===== config.mk =====
export PLATFORM = sky130hd
export DESIGN_NAME = mode_ctl_unit
export DESIGN_NICKNAME = d
export VERILOG_FILES = /design/src/rtl/mcu_pkg.sv /design/src/rtl/mcu_mode_reg.sv /design/src/rtl/mcu_paging_regs.sv /design/src/rtl/mcu_a20_gate.sv /design/src/rtl/mode_ctl_unit.sv
export SDC_FILE = /design/constraint.sdc
export NUM_CORES = 1
export LEC_CHECK = 0
export ABC_AREA = 1
export CAP_MARGIN = 5
export CORE_MARGIN = 10
export CORE_UTILIZATION = 50
export DETAILED_ROUTE_END_ITERATION = 7
export DONT_BUFFER_PORTS = 1
export PLACE_DENSITY = 0.68
export SLEW_MARGIN = 20
export SYNTH_ARGS = -nofsm -noshare
export SYNTH_HDL_FRONTEND = slang
export SYNTH_SLANG_ARGS = --single-unit
export TNS_END_PERCENT = 30

===== constraint.sdc =====
create_clock -name clk_i -period 9.6 [get_ports clk_i]
set_input_delay 0 -clock clk_i [delete_from_list [all_inputs] [get_ports clk_i]]
set_output_delay 0 -clock clk_i [all_outputs]
set_load 0.02 [all_outputs]

===== src/rtl/mcu_pkg.sv =====
package mcu_pkg;
  localparam int XLEN = 32;

  typedef enum logic [1:0] {
    SEL_MODE  = 2'd0,
    SEL_XBASE = 2'd1,
    SEL_FEAT  = 2'd2,
    SEL_NONE  = 2'd3
  } cr_sel_e;

  // mode word bit positions
  localparam int MB_PE = 0;
  localparam int MB_MP = 1;
  localparam int MB_EM = 2;
  localparam int MB_TS = 3;
  localparam int MB_ET = 4;
  localparam int MB_WP = 16;
  localparam int MB_PG = 31;

  // feature word bit positions
  localparam int FB_PSE = 4;
  localparam int FB_PAE = 5;
  localparam int FB_PGE = 7;

  localparam int A20_BIT = 20;

  localparam logic [XLEN-1:0] MODE_RESET = 32'h6000_0010;
  localparam logic [XLEN-1:0] MODE_WATCH = (XLEN'(1) << MB_PG) | (XLEN'(1) << MB_WP) | (XLEN'(1) << MB_PE);
  localparam logic [XLEN-1:0] FEAT_WATCH = (XLEN'(1) << FB_PGE) | (XLEN'(1) << FB_PAE) | (XLEN'(1) << FB_PSE);

  typedef struct packed {
    logic ts;
    logic em;
    logic mp;
    logic addseg;
    logic pe;
  } hflags_t;
endpackage


===== src/rtl/mcu_mode_reg.sv =====
module mcu_mode_reg
  import mcu_pkg::*;
(
  input  logic            clk_i,
  input  logic            rst_ni,
  input  logic            wr_i,
  input  logic [XLEN-1:0] data_i,
  output logic [XLEN-1:0] cr0_o,
  output hflags_t         hflags_o,
  output logic            chg_o
);
  logic [XLEN-1:0] cr0_q, cr0_d;
  hflags_t         hf_q, hf_d;

  always_comb begin
    cr0_d = data_i | (XLEN'(1) << MB_ET);
    hf_d.pe     = data_i[MB_PE];
    hf_d.addseg = ~data_i[MB_PE];
    hf_d.mp     = data_i[MB_MP];
    hf_d.em     = data_i[MB_EM];
    hf_d.ts     = data_i[MB_TS];
    chg_o = wr_i && (((data_i ^ cr0_q) & MODE_WATCH) != '0);
  end

  always_ff @(posedge clk_i or negedge rst_ni) begin
    if (!rst_ni) begin
      cr0_q <= MODE_RESET;
      hf_q  <= '{ts: 1'b0, em: 1'b0, mp: 1'b0, addseg: 1'b1, pe: 1'b0};
    end else if (wr_i) begin
      cr0_q <= cr0_d;
      hf_q  <= hf_d;
    end
  end

  assign cr0_o    = cr0_q;
  assign hflags_o = hf_q;
endmodule


===== src/rtl/mcu_paging_regs.sv =====
module mcu_paging_regs
  import mcu_pkg::*;
(
  input  logic            clk_i,
  input  logic            rst_ni,
  input  logic            wr_base_i,
  input  logic            wr_feat_i,
  input  logic [XLEN-1:0] data_i,
  input  logic            pg_i,
  output logic [XLEN-1:0] cr3_o,
  output logic [XLEN-1:0] cr4_o,
  output logic            chg_o
);
  logic [XLEN-1:0] cr3_q, cr4_q;
  logic            base_chg, feat_chg;

  always_comb begin
    base_chg = wr_base_i && pg_i;
    feat_chg = wr_feat_i && (((data_i ^ cr4_q) & FEAT_WATCH) != '0);
    chg_o    = base_chg || feat_chg;
  end

  always_ff @(posedge clk_i or negedge rst_ni) begin
    if (!rst_ni) begin
      cr3_q <= '0;
    end else if (wr_base_i) begin
      cr3_q <= data_i;
    end
  end

  always_ff @(posedge clk_i or negedge rst_ni) begin
    if (!rst_ni) begin
      cr4_q <= '0;
    end else if (wr_feat_i) begin
      cr4_q <= data_i;
    end
  end

  assign cr3_o = cr3_q;
  assign cr4_o = cr4_q;
endmodule


===== src/rtl/mcu_a20_gate.sv =====
module mcu_a20_gate
  import mcu_pkg::*;
#(
  parameter int GATE_W = 8
) (
  input  logic              clk_i,
  input  logic              rst_ni,
  input  logic [GATE_W-1:0] gate_i,
  output logic [XLEN-1:0]   mask_o,
  output logic              chg_o
);
  localparam logic [XLEN-1:0] BASE_MASK = ~(XLEN'(1) << A20_BIT);

  logic state_q, state_d;

  always_comb begin
    state_d = |gate_i;
    chg_o   = state_d != state_q;
  end

  always_ff @(posedge clk_i or negedge rst_ni) begin
    if (!rst_ni) begin
      state_q <= 1'b1;
    end else if (chg_o) begin
      state_q <= state_d;
    end
  end

  assign mask_o = BASE_MASK | (XLEN'(state_q) << A20_BIT);
endmodule


===== src/rtl/mode_ctl_unit.sv =====
module mode_ctl_unit
  import mcu_pkg::*;
#(
  parameter int GATE_W = 8
) (
  input  logic              clk_i,
  input  logic              rst_ni,
  input  logic              wr_en_i,
  input  logic [1:0]        wr_sel_i,
  input  logic [XLEN-1:0]   wr_data_i,
  input  logic [GATE_W-1:0] a20_gate_i,
  output logic [XLEN-1:0]   cr0_o,
  output logic [XLEN-1:0]   cr3_o,
  output logic [XLEN-1:0]   cr4_o,
  output logic [4:0]        hflags_o,
  output logic [XLEN-1:0]   a20_mask_o,
  output logic              flush_o,
  output logic              exit_o
);
  logic [1:0] rst_sync_q;
  logic       rst_n_sync;
  logic       wr_mode, wr_base, wr_feat;
  logic       mode_chg, page_chg, a20_chg;
  logic       flush_d, exit_d, flush_q, exit_q;
  hflags_t    hf;
  cr_sel_e    sel;

  always_ff @(posedge clk_i or negedge rst_ni) begin
    if (!rst_ni) begin
      rst_sync_q <= 2'b00;
    end else begin
      rst_sync_q <= {rst_sync_q[0], 1'b1};
    end
  end
  assign rst_n_sync = rst_sync_q[1];

  always_comb begin
    sel     = cr_sel_e'(wr_sel_i);
    wr_mode = wr_en_i && (sel == SEL_MODE);
    wr_base = wr_en_i && (sel == SEL_XBASE);
    wr_feat = wr_en_i && (sel == SEL_FEAT);
  end

  mcu_mode_reg u_mode (
    .clk_i    (clk_i),
    .rst_ni   (rst_n_sync),
    .wr_i     (wr_mode),
    .data_i   (wr_data_i),
    .cr0_o    (cr0_o),
    .hflags_o (hf),
    .chg_o    (mode_chg)
  );

  mcu_paging_regs u_page (
    .clk_i     (clk_i),
    .rst_ni    (rst_n_sync),
    .wr_base_i (wr_base),
    .wr_feat_i (wr_feat),
    .data_i    (wr_data_i),
    .pg_i      (cr0_o[MB_PG]),
    .cr3_o     (cr3_o),
    .cr4_o     (cr4_o),
    .chg_o     (page_chg)
  );

  mcu_a20_gate #(.GATE_W(GATE_W)) u_a20 (
    .clk_i  (clk_i),
    .rst_ni (rst_n_sync),
    .gate_i (a20_gate_i),
    .mask_o (a20_mask_o),
    .chg_o  (a20_chg)
  );

  always_comb begin
    flush_d = mode_chg || page_chg || a20_chg;
    exit_d  = a20_chg;
  end

  always_ff @(posedge clk_i or negedge rst_n_sync) begin
    if (!rst_n_sync) begin
      flush_q <= 1'b0;
      exit_q  <= 1'b0;
    end else begin
      flush_q <= flush_d;
      exit_q  <= exit_d;
    end
  end

  assign flush_o  = flush_q;
  assign exit_o   = exit_q;
  assign hflags_o = hf;
endmodule


==> metrics.yaml, run 1 <==
setup_path:
  worstPathMaxFanout: 2
  start_kind: "input pin"
  crit_slowest_cell: "dlygate4sd3_1"
  critPathKind: "in -> reg"
  crit_path_end_kind: "register"
  worstPathArrival_ns: 2.75
  worstPathRequired_ns: 9.88
  crit_buf_inv: 4
  critPathMaxStageDelay_ns: 0.58
  r2r_start: "u_page.cr4_o[4]$_DFFE_PN0P_"
  startpoint: "a20_gate_i[2]"
  crit_chain: "dlygate4sd3_1 -> nor2_1 -> dlygate4sd3_1 -> nand2_1 -> dlygate4sd3_1 -> nor2_1 -> dlygate4sd3_1 -> nand2_1 -> nand2_1 -> nor2_1 -> nand2_1"
  worst_path_dominant_cell_family: "buffers and inverters"
timing:
  period_needed_ns: 2.46
  fin_crit_sh_pct: 25.7
  whs_ns: 0.0333
  fmaxAchievable_ghz: 0.406
  fin_skew_ns: 0.00818
  worst-slew-pin-transition_ns: 0.993
  final_max_slew_viol_count: 0
  rsz0062_at_grt: "no"
  setup_tns_ns: 0
  hold_viol_final: 0
  setup_viol: 0
  slew_headroom_pct: 33.6
clock_network:
  postCtsHoldBufs: 49
  root_buffer: "clkbuf_8"
  clkTransAtPathRegs_ns: 0.09
  cts_buffers: 9
  clock_path_buffers: 2
  clk_latency_ns: 0.35
  cts_tree: "done"
  cts_resized: 0
  cts_htree_levels: 3
  post_cts_buffers: 0
  clock_sinks: 101
logic_synthesis:
  synth-simple-area-share_pct: 11.6
  synthCells: 428
  synth-seq-cells: 101
  synth_compound_area_share_pct: 14.6
  ys_warn_count: 0
  yosys.area_share.adder_pct: 0
  postSynthAreaPerCell_um2: 9.90
  synth_top_family_by_area: "compound AO/OA/AOI/OAI gates"
  ys_seq_area_share_pct: 59.8
  yosysUniqueCellTypes: 22
  synth-xor-area-share_pct: 0.207
  netlist_area_um2: 4240
  synth.mux.area_fraction_pct: 0
drt:
  drt_iter0_drc: 147
  dr.pass1.iters: 4
  wl_per_cell_um: 17.7
  drt-total-wl_um: 10200
  remaining_drc_errors: 0
  routed-via-count: 2771
  viasPerCell: 4.83
  ant_nets: 0
placement:
  postPlaceCellArea_um2: 4080
  io_buffers: 0
  gp_congestion: 0.789
  dp_hpwl_um: 6980
floorplan:
  initial_utilization_pct: 51.5
  die_y_um: 112
  boundaryPins: 180
  die_area_um2: 12600
  coreArea_um2: 8220
  die_x_um: 112
  num_rows: 33
final_layout:
  n_antenna_cell: 0
  finish.instance_area_um2: 4840
  drive_gt1_share_pct: 12.2
  nNetsFinal: 509
  area_growth_pct: 14.3
global_route:
  overflow: 0
  grt_pass1_vias: 2953
  antenna_found_initial: 0
  grt_pass1_wl_um: 16300
  grt_max_degree: 90
  grtUsageTotal_pct: 15.7
status:
  status: "complete, no violations"
worst_hold_path:
  hp-start: "wr_data_i[16]"
  hold_class: "in -> reg"
pwr:
  p_leak_nw: 2.41
  ir_drop_uv: 110
  power_density_nw_per_um2: 224
job:
  maxCapViolations: 0
-- cell type report --
type / instances / area, um^2
Inverter: 43 / 164
Clock inverter: 6 / 116
Clock buffer: 10 / 138
Tap cell: 105 / 131
Fill cell: 692 / 3380
Timing Repair Buffer: 50 / 502
Multi-Input combinational cell: 259 / 1250
Sequential cell: 101 / 2540
-- worst reg2reg max path, stage by stage, from the launching register on --
cell and delay (ns):
dfrtp_1 0.52, inv_1 0.10, o21ai_0 0.15, dlygate4sd3_1 0.56
-- sequential cells by signal, indices dropped and copies added, names as in the netlist --
| name | cells |
|---|---|
| u_a20.state_q | 1 |
| flush_o | 1 |
| u_page.cr4_o | 32 |
| u_page.cr3_o | 32 |
| u_mode.hflags_o | 1 |
| u_mode.cr0_o | 31 |
| exit_o | 1 |
| rst_sync_q | 2 |
-- final timing paths --
path / to / slack [ns] / cells past startpoint
max: flush_o$_DFF_PN0_ / 7.14 / 11
min: flush_o$_DFF_PN0_ / 0.03 / 5
max reg2reg: u_page.cr4_o[4]$_DFFE_PN0P_ / 8.22 / 3
min reg2reg: u_mode.cr0_o[17]$_DFFE_PN0P_ / 0.15 / 0
max in group asynchronous: u_mode.cr0_o[0]$_DFFE_PN0P_ / 8.45 / 1
min in group asynchronous: u_mode.cr0_o[17]$_DFFE_PN0P_ / 0.15 / 0
-- layout by cell type, fill, tap and decap left out --
| cell | instances |
|---|---|
| a21boi_0 | 1 |
| nand3_1 | 3 |
| inv_2 | 1 |
| conb_1 | 33 |
| nor2_1 | 7 |
| nand2_1 | 112 |
| clkinv_4 | 1 |
| a21oi_1 | 1 |
| nor3_4 | 1 |
| inv_6 | 2 |
| bufinv_16 | 3 |
| dfrtp_1 | 96 |
| dfstp_2 | 4 |
| inv_4 | 1 |
| inv_1 | 41 |
| nand3_4 | 1 |
| buf_6 | 1 |
| o21ai_2 | 30 |
| o21bai_1 | 1 |
| xnor2_1 | 1 |
| nand2_2 | 1 |
| dlygate4sd3_1 | 49 |
| dfrtp_4 | 1 |
| o21ai_0 | 67 |
| clkbuf_8 | 10 |
-- logic make-up (layout without fill, tap and decap cells) --
kind of cell	after synthesis	after routing
other cells	1	33
flops	101	101
buf+inv	100	109
compound gates	100	100
simple gates	125	125
xor+xnor	1	1
-- cell usage after synthesis --
cell type / n / area [um^2]
xnor2_1: 1 / 8.76
buf_2: 6 / 30.0
inv_1: 41 / 154
dfstp_2: 4 / 105
buf_6: 7 / 78.8
o21ai_0: 67 / 335
inv_2: 1 / 3.75
o21ai_2: 30 / 263
a21oi_1: 1 / 5.00
nand2_2: 1 / 6.26
nand3_1: 4 / 20.0
nand2_1: 112 / 420
clkbuf_2: 2 / 10.0
o21bai_1: 1 / 7.51
conb_1: 1 / 3.75
nor3_4: 1 / 16.3
clkbuf_1: 4 / 15.0
a21boi_0: 1 / 7.51
buf_4: 38 / 285
dfrtp_1: 97 / 2430
nor2_1: 7 / 26.3
inv_4: 1 / 6.26
-- through the flow --
step	util [%]	cells	setup slack, ns	total power (W)
finish	58.9	574	7.14	0.00109
global route	58.9	574	7.01	0.00114
CTS	58.8	574	7.19	0.00110
detailed placement	49.7	509	8.00	0.000753
global placement	49.7	509	8.06	0.000745
floorplan	-	460	6.59	0.000728
-- power breakdown --
group / internal [W] / switching [W]
clock network: 0.000183 / 0.000145
logic: 0.0000488 / 0.0000728
registers: 0.000492 / 0.000144
-- layer usage --
layer	routed length, um	track usage (%)	up-vias
met4	89	4.23	0
li1	-	-	1345
met3	1360	8.57	9
met5	0	0	-
met1	3900	17.7	1295
met2	4810	25.4	122
Note: power is estimated with default switching activity, not from simulation.
==> run 2: changes to the inputs <==
- PLACE_DENSITY: 0.68 -> 0.71
- clock period: 9.6 -> 2.15 ns (I/O delays scaled with it)
==> run 2 against run 1 <==
Clock skew shrank 0.0015 ns. Die area is the same. Cell count grew 0.17%. Worst hold slack lost 0.012 ns. Flip-flop and latch count is the same. Global-route usage grew 0.44 points. Critical endpoint unchanged. Highest routed layer unchanged.
==> metrics.yaml, run 2 (same netlist as run 1, synthesis figures left out) <==
global_route:
  grt_pass1_vias: 3056  # +3.5%
  grtUsageTotal_pct: 16.2  # +0.44 points
  antenna_found_initial: 0  # unchanged
  grt_pass1_wl_um: 16600  # +1.9%
  overflow: 0  # unchanged
  grt_max_degree: 100  # +11%
drt:
  remaining_drc_errors: 0  # unchanged
  wl_per_cell_um: 18.0  # +1.8%
  routed-via-count: 2865  # +3.4%
  dr.pass1.iters: 4  # unchanged
  drt_iter0_drc: 181  # +23%
  ant_nets: 0  # unchanged
  drt-total-wl_um: 10400  # +2.0%
  viasPerCell: 4.98  # +3.2%
final_layout:
  drive_gt1_share_pct: 12.3  # +0.19 points
  fin_util_pct: 58.2  # -0.72 points
  layout_common_cells: "nand2_1, dfrtp_1, o21ai_0"
  final_common_cell: "nand2_1"
  area_growth_pct: 12.9
  nNetsFinal: 510  # +0.20%
  n_antenna_cell: 0  # unchanged
timing:
  rsz0062_at_grt: "no"
  slew_headroom_pct: 49.5  # +16 points
  fin_crit_sh_pct: 94.1
  hold_viol_final: 0  # unchanged
  final_max_slew_viol_count: 0  # unchanged
  fmaxAchievable_ghz: 0.494
  setup_tns_ns: 0  # unchanged
  worst-slew-pin-transition_ns: 0.758  # -0.235 ns
  setup_viol: 0  # unchanged
  fin_skew_ns: 0.00665  # -0.00153 ns
  period_needed_ns: 2.02
  layout_setup_ws_ns: 0.127  # -7.01 ns
status:
  status: "complete, no violations"
floorplan:
  num_rows: 33  # unchanged
  die_y_um: 112  # unchanged
  boundaryPins: 180  # unchanged
  initial_utilization_pct: 51.5  # unchanged
  coreArea_um2: 8220  # unchanged
  die_area_um2: 12600  # unchanged
  die_x_um: 112  # unchanged
clock_network:
  clock_sinks: 101  # unchanged
  cts_tree: "done"
  clkTransAtPathRegs_ns: 0.09  # about the same
  cts_htree_levels: 3  # unchanged
  cts_buffers: 9  # unchanged
  clock_path_buffers: 2  # unchanged
  cts_resized: 0  # unchanged
  clk_latency_ns: 0.35  # about the same
  root_buffer: "clkbuf_8"
placement:
  dp_worst_setup_slack_ns: 0.912  # -7.09 ns
  dp_hpwl_um: 7020  # +0.63%
  io_buffers: 0  # unchanged
  gp_congestion: 0.787  # -0.28%
setup_path:
  start_kind: "input pin"
  critPathMaxStageDelay_ns: 0.57  # about the same
  crit_slowest_cell: "dlygate4sd3_1"
  critPathKind: "in -> reg"
  crit_path_end_kind: "register"
  worst_path_dominant_cell_family: "buffers and inverters"
  worstPathArrival_ns: 2.26  # -0.49 ns
  crit_chain: "dlygate4sd3_1 -> nor2_1 -> dlygate4sd3_1 -> nand2_1 -> dlygate4sd3_1 -> o21ai_0 -> nand2_1 -> nor2_1 -> nand2_1"
  worstPathRequired_ns: 2.39  # -7.49 ns
  worstPathMaxFanout: 2  # unchanged
  crit_buf_inv: 3  # -1
worst_hold_path:
  hold_class: "in -> reg"
pwr:
  ir_drop_uv: 479  # +340%
  report.power.total_w: 0.00458  # +320%
  p_leak_nw: 2.38  # -1.3%
  power_density_nw_per_um2: 958  # +330%
job:
  maxCapViolations: 0  # unchanged
## run 2: final cells by class
class                           count  area (um^2)
Fill cell                         703         3440
Sequential cell                   101         2540
Multi-Input combinational cell    259         1240
Timing Repair Buffer               51          513
Inverter                           43          164
Clock buffer                       11          131
Tap cell                          105          131
Clock inverter                      5         60.1
## run 2: what timing repair did
item / 4_1_cts / 5_1_grt
buffers inserted: 0 / 0
endpoints found under the setup margin: 0 / 0
hold endpoints to repair: 101 / 0
hold buffers: 47 / 0
## run 2: path summary, 6_finish.rpt
kind / start / to / slack (ns) / cells after the start
setup / recovery: a20_gate_i[4] / flush_o$_DFF_PN0_ / 0.13 / 9
hold / removal: wr_data_i[31] / flush_o$_DFF_PN0_ / 0.02 / 6
setup reg to reg: u_page.cr4_o[4]$_DFFE_PN0P_ / u_page.cr4_o[4]$_DFFE_PN0P_ / 0.76 / 3
hold reg to reg: rst_sync_q[1]$_DFF_PN0_ / u_page.cr4_o[25]$_DFFE_PN0P_ / 0.36 / 1
max in group asynchronous: rst_sync_q[1]$_DFF_PN0_ / u_mode.cr0_o[29]$_DFFE_PN1P_ / 1.34 / 1
min in group asynchronous: rst_sync_q[1]$_DFF_PN0_ / u_page.cr4_o[25]$_DFFE_PN0P_ / 0.36 / 1
## run 2: worst min-delay path: stages
cell,delay [ns]
nand2_1,0.04
o21ai_0,0.08
o21bai_1,0.08
nand2_1,0.05
inv_1,0.03
nand2_1,0.05
## run 2: power by group
part	internal (W)	total, W	switching [W]
Combinational	0.000222	0.000555	0.000333
Sequential	0.00219	0.00283	0.000639
Clock	0.000545	0.00119	0.000648
## run 2: layer usage
metal	GRT usage, %	wire length, um
met1	18.1	3940
met2	25.4	4820
met3	9.90	1480
met4	4.65	114
met5	0	0
## run 2: per-stage QoR
step | hold slack (ns) | instance area (um^2) | std cells
after global routing | 0.0473 | 4780 | 575
after global placement | -0.296 | 4120 | 512
after floorplan | -0.296 | 4360 | 460
after CTS | 0.0151 | 4780 | 575
after detailed placement | -0.295 | 4120 | 512
final | 0.0213 | 4780 | 575
